### src/rtl/wgate_pkg.sv
package wgate_pkg;
    typedef enum logic [1:0] {
        GATE_LOCKED = 2'd0,
        GATE_ARMED  = 2'd1,
        GATE_OPEN   = 2'd2
    } gate_state_e;
endpackage

### src/rtl/wgate_decode.sv
// Classifies one address: first key, second key, or protected window.
module wgate_decode #(
    parameter int                ADDR_W    = 8,
    parameter logic [ADDR_W-1:0] KEY0_ADDR = 8'h6C,
    parameter logic [ADDR_W-1:0] KEY1_ADDR = 8'h70,
    parameter logic [ADDR_W-1:0] PROT_LO   = 8'h00,
    parameter logic [ADDR_W-1:0] PROT_HI   = 8'h6B
) (
    input  logic [ADDR_W-1:0] addr,
    output logic              hit_key0,
    output logic              hit_key1,
    output logic              hit_prot
);
    localparam logic [ADDR_W-1:0] SPAN = PROT_HI - PROT_LO;

    logic [ADDR_W-1:0] offs;

    always_comb begin
        offs     = addr - PROT_LO;
        hit_key0 = (addr == KEY0_ADDR);
        hit_key1 = (addr == KEY1_ADDR);
        hit_prot = (offs <= SPAN);
    end
endmodule

### src/rtl/wgate_fsm.sv
// Lock state machine: LOCKED -arm-> ARMED -open-> OPEN; abort/relock back to LOCKED.
module wgate_fsm
    import wgate_pkg::*;
#(
    parameter logic [31:0] KEY0_VAL = 32'h83E70B13,
    parameter logic [31:0] KEY1_VAL = 32'h95A4F1E0
) (
    input  logic        clk,
    input  logic        rst_n,
    input  logic        wr_en,
    input  logic        hit_key0,
    input  logic        hit_key1,
    input  logic [31:0] wr_data,
    output gate_state_e state,
    output logic        locked
);
    gate_state_e nxt;
    logic        k0_ok, k1_ok, k0_bad, k1_bad;

    always_comb begin
        k0_ok  = wr_en && hit_key0 && (wr_data == KEY0_VAL);
        k1_ok  = wr_en && hit_key1 && (wr_data == KEY1_VAL);
        k0_bad = wr_en && hit_key0 && (wr_data != KEY0_VAL);
        k1_bad = wr_en && hit_key1 && (wr_data != KEY1_VAL);
        nxt    = state;
        unique case (state)
            GATE_LOCKED: begin
                if (k0_ok) nxt = GATE_ARMED;              // arm
            end
            GATE_ARMED: begin
                if (k0_bad || k1_bad) nxt = GATE_LOCKED;  // abort
                else if (k1_ok)       nxt = GATE_OPEN;    // open
                else                  nxt = GATE_ARMED;   // rearm / hold
            end
            GATE_OPEN: begin
                if (k0_bad || k1_bad) nxt = GATE_LOCKED;  // relock
            end
            default: nxt = GATE_LOCKED;
        endcase
    end

    // state register
    always_ff @(posedge clk or negedge rst_n) begin
        if (!rst_n) state <= GATE_LOCKED;
        else        state <= nxt;
    end

    // outputs
    always_comb begin
        locked = (state != GATE_OPEN);
    end
endmodule

### src/rtl/wgate_path.sv
// Write-strobe gating and read-data masking.
module wgate_path (
    input  logic        wr_en,
    input  logic        wr_key,
    input  logic        wr_prot,
    input  logic        open,
    input  logic        rd_key,
    input  logic [31:0] rd_in,
    output logic        wr_out,
    output logic [31:0] rd_out
);
    always_comb begin
        wr_out = wr_en && !wr_key && (!wr_prot || open);
        rd_out = rd_key ? 32'h0 : rd_in;
    end
endmodule

### src/rtl/wgate_top.sv
module wgate_top
    import wgate_pkg::*;
#(
    parameter int                ADDR_W    = 8,
    parameter logic [ADDR_W-1:0] KEY0_ADDR = 8'h6C,
    parameter logic [ADDR_W-1:0] KEY1_ADDR = 8'h70,
    parameter logic [ADDR_W-1:0] PROT_LO   = 8'h00,
    parameter logic [ADDR_W-1:0] PROT_HI   = 8'h6B,
    parameter logic [31:0]       KEY0_VAL  = 32'h83E70B13,
    parameter logic [31:0]       KEY1_VAL  = 32'h95A4F1E0
) (
    input  logic              clk,
    input  logic              rst_n,
    input  logic              bus_wr_en,
    input  logic [ADDR_W-1:0] bus_wr_addr,
    input  logic [31:0]       bus_wr_data,
    input  logic [ADDR_W-1:0] bus_rd_addr,
    output logic [31:0]       bus_rd_data,
    output logic              reg_wr_en,
    output logic [ADDR_W-1:0] reg_wr_addr,
    output logic [31:0]       reg_wr_data,
    output logic [ADDR_W-1:0] reg_rd_addr,
    input  logic [31:0]       reg_rd_data,
    output logic              locked
);
    localparam int NPORT = 2;  // 0 = write side, 1 = read side

    logic [NPORT-1:0] k0, k1, prot;
    logic [ADDR_W-1:0] dec_addr [NPORT];
    gate_state_e state;

    assign dec_addr[0] = bus_wr_addr;
    assign dec_addr[1] = bus_rd_addr;

    for (genvar g = 0; g < NPORT; g++) begin : g_dec
        wgate_decode #(
            .ADDR_W(ADDR_W), .KEY0_ADDR(KEY0_ADDR), .KEY1_ADDR(KEY1_ADDR),
            .PROT_LO(PROT_LO), .PROT_HI(PROT_HI)
        ) u_dec (
            .addr(dec_addr[g]), .hit_key0(k0[g]), .hit_key1(k1[g]), .hit_prot(prot[g])
        );
    end

    wgate_fsm #(.KEY0_VAL(KEY0_VAL), .KEY1_VAL(KEY1_VAL)) u_fsm (
        .clk(clk), .rst_n(rst_n), .wr_en(bus_wr_en),
        .hit_key0(k0[0]), .hit_key1(k1[0]), .wr_data(bus_wr_data),
        .state(state), .locked(locked)
    );

    wgate_path u_path (
        .wr_en(bus_wr_en), .wr_key(k0[0] | k1[0]), .wr_prot(prot[0]),
        .open(state == GATE_OPEN), .rd_key(k0[1] | k1[1]),
        .rd_in(reg_rd_data), .wr_out(reg_wr_en), .rd_out(bus_rd_data)
    );

    assign reg_wr_addr = bus_wr_addr;
    assign reg_wr_data = bus_wr_data;
    assign reg_rd_addr = bus_rd_addr;

    wire unused_prot_rd = prot[1];
endmodule

### config.mk
export PLATFORM = sky130hd
export DESIGN_NAME = wgate_top
export DESIGN_NICKNAME = d
export VERILOG_FILES = /design/src/rtl/wgate_pkg.sv /design/src/rtl/wgate_decode.sv /design/src/rtl/wgate_fsm.sv /design/src/rtl/wgate_path.sv /design/src/rtl/wgate_top.sv
export SDC_FILE = /design/constraint.sdc
export NUM_CORES = 1
export LEC_CHECK = 0
export ABC_AREA = 1
export BUFFER_PORTS_ARGS = -buffer_cell sky130_fd_sc_hd__buf_2
export CAP_MARGIN = 40
export CELL_PAD_IN_SITES_DETAIL_PLACEMENT = 1
export CELL_PAD_IN_SITES_GLOBAL_PLACEMENT = 2
export CORE_MARGIN = 2
export CORE_UTILIZATION = 12
export CTS_BUF_LIST = sky130_fd_sc_hd__clkbuf_2 sky130_fd_sc_hd__clkbuf_4 sky130_fd_sc_hd__clkbuf_8
export DETAILED_ROUTE_END_ITERATION = 10
export PLACE_DENSITY_LB_ADDON = 0.1
export SYNTH_ARGS = -nofsm -noshare
export SYNTH_HDL_FRONTEND = slang
export SYNTH_SLANG_ARGS = --single-unit
### constraint.sdc
create_clock -name clk -period 1.45 [get_ports clk]
set_input_delay 0.29 -clock clk [delete_from_list [all_inputs] [get_ports clk]]
set_output_delay 0.29 -clock clk [all_outputs]
set_load 0.01 [all_outputs]
---- Word level (Yosys, flattened, before mapping) ----
Index checks and enable logic that the tools add are counted.
word-level totals
  register bits ........................... 2
  input port bits ......................... 83
  output and inout port bits .............. 82
  word-level logic and storage cells ...... 37
cells by class
  $lt $le $gt $ge ......................... 1
  equal/unequal tests ..................... 13
  mux-type cells .......................... 6
  bitwise logic cells ..................... 2
  reductions and logical operators ........ 14
operators by type and width
  operator              number
  $eq 32x32->1 const B  2
  $ne 32x32->1 const B  2
  $eq 8x7->1 const B    4
  $mux 32               1
  $le 8x7->1 const B    1
  $logic_and 1x1->1     8
  $mux 2                4
  $pmux 2 s3            1
  $ne 2x2->1 const B    2
  $eq 2x1->1 const B    1
  $eq 2x2->1 const B    1
  $logic_not 1->1       2
  $logic_not 2->1       1
  $logic_or 1x1->1      2
  $ne 2x1->1 const B    1
  $or 1x1->1            2
  $reduce_and 2->1      1

---- Longest topological paths before layout ----
Gate-level depths: netlist (run 1).
  depth in word-level cells ............... 6
  gate-level depth with buffers ........... 9
  mapped depth without buffers ............ 9

---- Cells and area by module ----
A second synthesis (run 1) with hierarchy kept.
second synthesis, totals
  cells, all modules ...................... 286
  area total of the unflattened synthesis .. 1368.8 µm²
by module, submodules not included
  module        instances  cells each  area an instance (µm²)  sequential area each (µm²)
  wgate_fsm     1          118         510.5                   50.0
  wgate_top     1          56          392.9                   0.0
  wgate_path    1          72          292.8                   0.0
  wgate_decode  2          20          86.3                    0.0

---- Least setup slack after synthesis (run 1) ----
OpenSTA, ideal clock, no wires.
  path kind ............................... input port to output port
  from .................................... input port bus_rd_addr[3]
  to ...................................... output port bus_rd_data[15]
  arrival time ............................ 0.978 ns
  data required time ...................... 1.160 ns
  path slack .............................. 0.182 ns
  cell stages on the path ................. 4
  path buffers ............................ 1
  path through ............................ and3_1 o21a_4 buf_12 nor2_1
between the ends
  cells in the longest elaborated chain, start to end .. 3
  elaborated cells between the ends (all ways) .. 4
  classes of those cells .................. eq/ne (2); mux (1); bitwise (1)
RTL lines
  item                                  line                                    RTL
  start, declared                       wgate_top.sv:17                         input logic [ADDR_W-1:0] bus_rd_addr,
  $eq 8x7->1, on equally long branches  wgate_decode.sv:20, wgate_decode.sv:21
  $or 1x1->1 *                          wgate_top.sv:52                         .open(state == GATE_OPEN), .rd_key(k0[1] | k1[1]),
  $mux 32 *                             wgate_path.sv:14                        rd_out = rd_key ? 32'h0 : rd_in;
  end, declared                         wgate_top.sv:18                         output logic [31:0] bus_rd_data,
Mark *: on every way between the ends. The rest lies on a longest branch, timed or not.

---- Worst setup path in the final report (run 1) ----
  from .................................... input port bus_rd_addr[0]
  to ...................................... output port bus_rd_data[29]
Same word-level chain as after synthesis.

==> results of run 1 <==
synthesized netlist by cell type, drive strengths merged:
| master | count |
|---|---|
| nand3 | 5 |
| buf | 51 |
| inv | 63 |
| o21a | 1 |
| nor3 | 6 |
| nor3b | 1 |
| nor2 | 66 |
| and3 | 1 |
| a31oi | 1 |
| nand4 | 1 |
| nand2 | 52 |
| a21oi | 1 |
| dfrtp | 2 |
worst paths after layout:
path	from	endpoint	slack, ns	depth (start not counted)
worst max register to register	u_fsm.state[1]	u_fsm.state[1]	0.57	5
max in group asynchronous	rst_n	u_fsm.state[0]	0.95	2
min in group clk	bus_wr_data[16]	u_fsm.state[1]	0.53	6
worst max-delay path	bus_rd_addr[0]	bus_rd_data[29]	-0.12	8
worst min register to register	u_fsm.state[1]	u_fsm.state[0]	0.55	3
worst min-delay path	rst_n	u_fsm.state[1]	0.40	2
kinds of logic (layout without fill, tap and decap cells):
logic type,after synthesis,count (layout),share of synthesized area [%]
AND/OR/NAND/NOR,132,132,43.1
buffers and inverters,114,235,50.5
AO/OA/AOI/OAI,3,3,2.37
flip-flops,2,2,3.96
other,0,1,0
critical path, cell delays in order:
cell,delay [ns]
buf_8,0.10
nor2_4,0.09
nand2_2,0.05
nor3b_2,0.17
o21a_4,0.22
clkbuf_16,0.18
nor2_1,0.04
buf_2,0.13
cell usage in the layout, fill, tap and decap left out:
master and instances:
dlygate4sd3_1 1, nor3_2 1, nor2_4 9, nand3_1 5, nor2_1 47, nor3_1 5
clkbuf_8 3, nand4_1 1, inv_1 63, o21a_4 1, buf_6 11, and3_1 1
diode_2 1, buf_2 152, a21oi_2 1, nand2_2 1, buf_8 1, dfrtp_1 2
buf_12 2, a31oi_1 1, nand2_1 51, nor2_2 10, clkbuf_16 2, nor3b_2 1
layout make-up:
class / count / area, um2 / share of cell area (%)
well taps: 136 / 170 / 7.90
inverters: 63 / 236 / 11.0
diodes: 1 / 2.50 / 0.116
repair buffers: 169 / 1000 / 46.4
multi-input cells: 135 / 653 / 30.3
clock buffers: 3 / 41.3 / 1.92
flip-flops and latches: 2 / 50.0 / 2.32
layer usage:
metal,up-vias,track usage [%],wire (um)
li1,904,-,-
met5,-,0,0
met4,0,2.04,21
met2,87,17.2,2960
met1,752,10.2,2160
met3,2,1.46,427
through the flow:
step	utilization (%)	TNS [ns]	total power [W]	cell area, um2	hold slack, ns
final	21.0	-3.07	0.000779	2150	0.399
after global routing	21.0	-5.42	0.000854	2150	0.410
after CTS	19.0	-2.82	0.000754	1960	0.396
after detailed placement	18.4	-3.17	0.000525	1890	0.0772
after global placement	18.4	-2.97	0.000524	1890	0.0766
after floorplan	-	0	0.000341	1260	-0.00559
where the power goes:
| part | switching (W) | leakage, nW | internal, W | total, W |
|---|---|---|---|---|
| combinational | 0.000256 | 1.28 | 0.000242 | 0.000498 |
| clock | 0.0000410 | 0.0216 | 0.000175 | 0.000216 |
| sequential | 0.00000447 | 0.0237 | 0.0000605 | 0.0000649 |
repair_timing:
action	in CTS	in global routing
setup endpoints to repair	32	33
gates resized for setup	2	33
cloned	0	2
hold buffers	1	0
pin swaps	0	1
hold endpoints to repair	2	0
==> summary.md, run 1 <==
| Metric | Value |
|---|---|
| DR iter-0 viols | `41` |
| Avg Synthesized Cell Area | `5.04 um2` |
| Synthesized cell area | `1260 um2` |
| Vias per inst | `3.43` |
| Worst slew margin | `85.2%` |
| Row cnt | `37` |
| Post-Layout Cell Count | `509` |
| Share of the synthesized area in the top cell type | `28.5%` |
| Status | `complete, but fails checks` |
| Setup WS pre-CTS | `-0.116 ns` |
| Setup CP Type | `in -> out` |
| Synth unique cells | `17` |
| Final #Nets | `457` |
| Max Freq | `638 MHz` |
| Port buffer count | `164` |
| Core box area | `10300 um2` |
| Drt total wl | `5570 um` |
| Root buffer cell | `clkbuf_8` |
| Clock skew | `0.00156 ns` |
| Die W | `107 um` |
| Total grt overflow | `0` |
| Worst Tran Pin Value | `0.220 ns` |
| Number of remaining DRC errors | `0` |
| RSZ-0062 raised after global routing | `yes` |
| Die area | `11400 um2` |
| Die Y | `107 um` |
| Gr usage total | `8.95%` |
| Critical path fanouts, max | `10` |
| Most flop-heavy register | `u_fsm.state` |
| GPL Wtd Cong | `0.771` |
| Number of synthesized register bits | `2` |
| Final slew viol count | `0` |
| Final worst slack | `-0.116 ns` |
| Min cycle time layout | `1.57 ns` |
| Clk sink count | `2` |
| TritonRoute pass-1 iters | `4` |
| Synth area leaders | `buf_4 (28%), inv_1 (19%), nor2_1 (18%), nand2_1 (15%), dfrtp_1 (4.0%)` |
| Wire per inst | `10.9 um` |
| Via count | `1745` |
| Max reg flops | `2` |
| Reg clk slew, reported paths | `0.03 ns` |
| Vias in the first global route | `1739` |
| ANT nets after route | `0` |
| Initial antenna violation count | `1` |
| Post CTS Setup Buffer Count | `0` |
| Synth warnings | `0` |
| CTS tree | `done` |
| Max_cap viols | `0` |
| Max IR drop VDD | `157 uV` |
| Post-synthesis sequential area ratio | `3.96%` |
| Count of final setup violators | `32` |
| Setup crit end kind | `output port` |
| WP data required | `1.16 ns` |
| Syn Inst Count | `251` |
| Worst path arrival time | `1.28 ns` |
| CTS HTree Levels | `1` |
| Leakage | `1.33 nW` |
| Starting density of the core | `12.3%` |
| Syn_nets | `334` |
| Layout cells sized above 1 | `52.4%` |
| Top Registers | `u_fsm.state (2)` |
| Area growth syn-to-layout | `70.2%` |
| Total CTS buffers | `3` |
| DP HPWL | `4940 um` |
| IO Pins | `165` |
| Clk buf depth | `2` |
| Failing checks | `setup timing` |
| Largest net degree at the start of global routing | `21` |
| Hold Crit Class | `in -> async` |
| Final Cycle Share | `108%` |
| Worst setup SP type | `primary input` |
| First-pass GRT wire length | `8220 um` |
| Placed Cells incl. Taps | `502` |
| Final Hold Fails | `0` |
| Worst skew pair latency | `0.21 ns` |
| Power per cell area | `362 nW/um2` |
| Fill count | `1356` |
| Dominant cell type by area after synthesis | `buf_4` |
No activity file was read; power rests on OpenSTA's default activity.
==> run 2, diff against run 1 <==
--- a/config.mk
+++ b/config.mk
@@ -8,7 +8,7 @@
 export ABC_AREA = 1
 export BUFFER_PORTS_ARGS = -buffer_cell sky130_fd_sc_hd__buf_2
 export CAP_MARGIN = 40
-export CELL_PAD_IN_SITES_DETAIL_PLACEMENT = 1
+export CELL_PAD_IN_SITES_DETAIL_PLACEMENT = 2
 export CELL_PAD_IN_SITES_GLOBAL_PLACEMENT = 2
 export CORE_MARGIN = 2
 export CORE_UTILIZATION = 12
==> summary.md, run 2 (synthesis gave the netlist of run 1 again) <==
| Metric | Value |
|---|---|
| Vias per inst | `3.53` |
| Setup crit end kind | `output port` |
| Number of remaining DRC errors | `0` |
| Die area | `11400 um2` |
| Largest net degree at the start of global routing | `21` |
| Count of final setup violators | `32` |
| Clk buf depth | `2` |
| Total CTS buffers | `3` |
| Max reg flops | `2` |
| First-pass GRT wire length | `8870 um` |
| TNS Setup | `-2.84 ns` |
| Setup CP Type | `in -> out` |
| Area growth syn-to-layout | `67.3%` |
| Placed Cells incl. Taps | `502` |
| Starting density of the core | `12.3%` |
| Die W | `107 um` |
| Final Cycle Share | `107%` |
| Leakage | `1.32 nW` |
| CP bufs+invs | `3` |
| WP data required | `1.16 ns` |
| Hold Crit Class | `in -> async` |
| Gr usage total | `9.67%` |
| IO Pins | `165` |
| Critical path fanouts, max | `5` |
| Status | `complete, but fails checks` |
| Die Y | `107 um` |
| Layout cells sized above 1 | `52.5%` |
| Total grt overflow | `0` |
| Drt total wl | `6080 um` |
| Commonest non-fill, non-tap cell in the layout | `buf_2` |
| Worst Tran Pin Value | `0.226 ns` |
| Worst slew margin | `84.8%` |
| DR iter-0 viols | `23` |
| ANT nets after route | `0` |
| Fill count | `1324` |
| Final worst slack | `-0.108 ns` |
| Min cycle time layout | `1.56 ns` |
| Max IR drop VDD | `214 uV` |
| Core box area | `10300 um2` |
| Final #Nets | `458` |
| Post-Layout Cell Count | `509` |
| Most flop-heavy register | `u_fsm.state` |
| TritonRoute pass-1 iters | `2` |
| Max Freq | `642 MHz` |
| Setup WS pre-CTS | `-0.112 ns` |
| Max_cap viols | `0` |
| Wire per inst | `11.9 um` |
| Initial antenna violation count | `0` |
| Failing checks | `setup timing` |
| CTS tree | `done` |
| Final slew viol count | `0` |
| Power per cell area | `369 nW/um2` |
| Final Core Density | `20.6%` |
| Critical path's largest stage delay | `0.22 ns` |
| Row cnt | `37` |
| GPL Wtd Cong | `0.771` |
| CP Cell Sequence | `buf_8, nor2_4, nand2_2, nor3b_2, o21a_4, clkbuf_16, nor2_4, buf_6` |
| Final Total Pwr | `0.000782 W` |
| Worst path arrival time | `1.27 ns` |
| Worst skew pair latency | `0.21 ns` |
| CTS HTree Levels | `1` |
| CP top delay family | `buffers and inverters` |
| Port buffer count | `164` |
| Clk sink count | `2` |
| R2r setup slk | `0.56 ns` |
| Via count | `1798` |
| Final Hold Fails | `0` |
| Reg clk slew, reported paths | `0.03 ns` |
| Worst path most repeated cell | `nor2_4` |
| Clock skew | `0.00521 ns` |
| RSZ-0062 raised after global routing | `yes` |
| Crit path max-delay cell type | `o21a_4` |
| Vias in the first global route | `1906` |
| Commonest cells after routing, fill and taps aside | `buf_2 (155), inv_1 (61), nand2_1 (51)` |
| Root buffer cell | `clkbuf_8` |
| Top Registers | `u_fsm.state (2)` |
| ANT cells | `0` |
| Worst setup SP type | `primary input` |
| DP HPWL | `5320 um` |
## run 2: cell types whose count changed in the layout (fill, tap and decap cells not counted), sizes merged
cell    change
diode       -1
clkbuf      -1
buf         +2
## run 2: worst paths after layout
kind | start | end | cells after the start
worst max-delay path | bus_rd_addr[0] | bus_rd_data[8] | 8
worst min-delay path | rst_n | u_fsm.state[1] | 2
worst max register to register | u_fsm.state[1] | u_fsm.state[1] | 5
worst min register to register | u_fsm.state[1] | u_fsm.state[0] | 3
max in group asynchronous | rst_n | u_fsm.state[0] | 2
min in group clk | bus_wr_data[25] | u_fsm.state[1] | 6
## run 2: layout make-up
| type | instances | area (um2) | share of cell area (%) |
|---|---|---|---|
| clock buffer | 3 | 41.3 | 1.95 |
| tap | 136 | 170 | 8.04 |
| sequential | 2 | 50.0 | 2.37 |
| timing repair buffer | 170 | 975 | 46.1 |
| multi-input combinational | 135 | 643 | 30.4 |
| inverter | 63 | 236 | 11.2 |
## run 2: through the flow
stage               hold WS (ns)  cell area, um2
floorplan               -0.00559            1260
global placement          0.0766            1890
detailed placement        0.0778            1890
CTS                        0.384            1960
global route               0.428            2120
finish                     0.420            2120
## run 2: power breakdown
group / internal (W) / switching, W
Clock: 0.000176 / 0.0000469
Sequential: 0.0000604 / 0.00000594
Combinational: 0.000234 / 0.000258
Total: 0.000471 / 0.000311
## run 2: timing repair
item | in CTS | in global routing
hold buffers | 1 | 0
pin swaps | 0 | 3
endpoints found under the hold margin | 2 | 0
cloned | 0 | 2
setup buffers | 0 | 1
setup endpoints to repair | 32 | 33
gates resized for setup | 3 | 28
## run 2: layer usage
| layer | wire length (um) | track usage (%) | share of wire [%] |
|---|---|---|---|
| met5 | 0 | 0 | 0 |
| met4 | 63 | 1.76 | 1.0 |
| met3 | 452 | 1.82 | 7.4 |
| met2 | 3340 | 20.0 | 55 |
| met1 | 2220 | 9.98 | 37 |
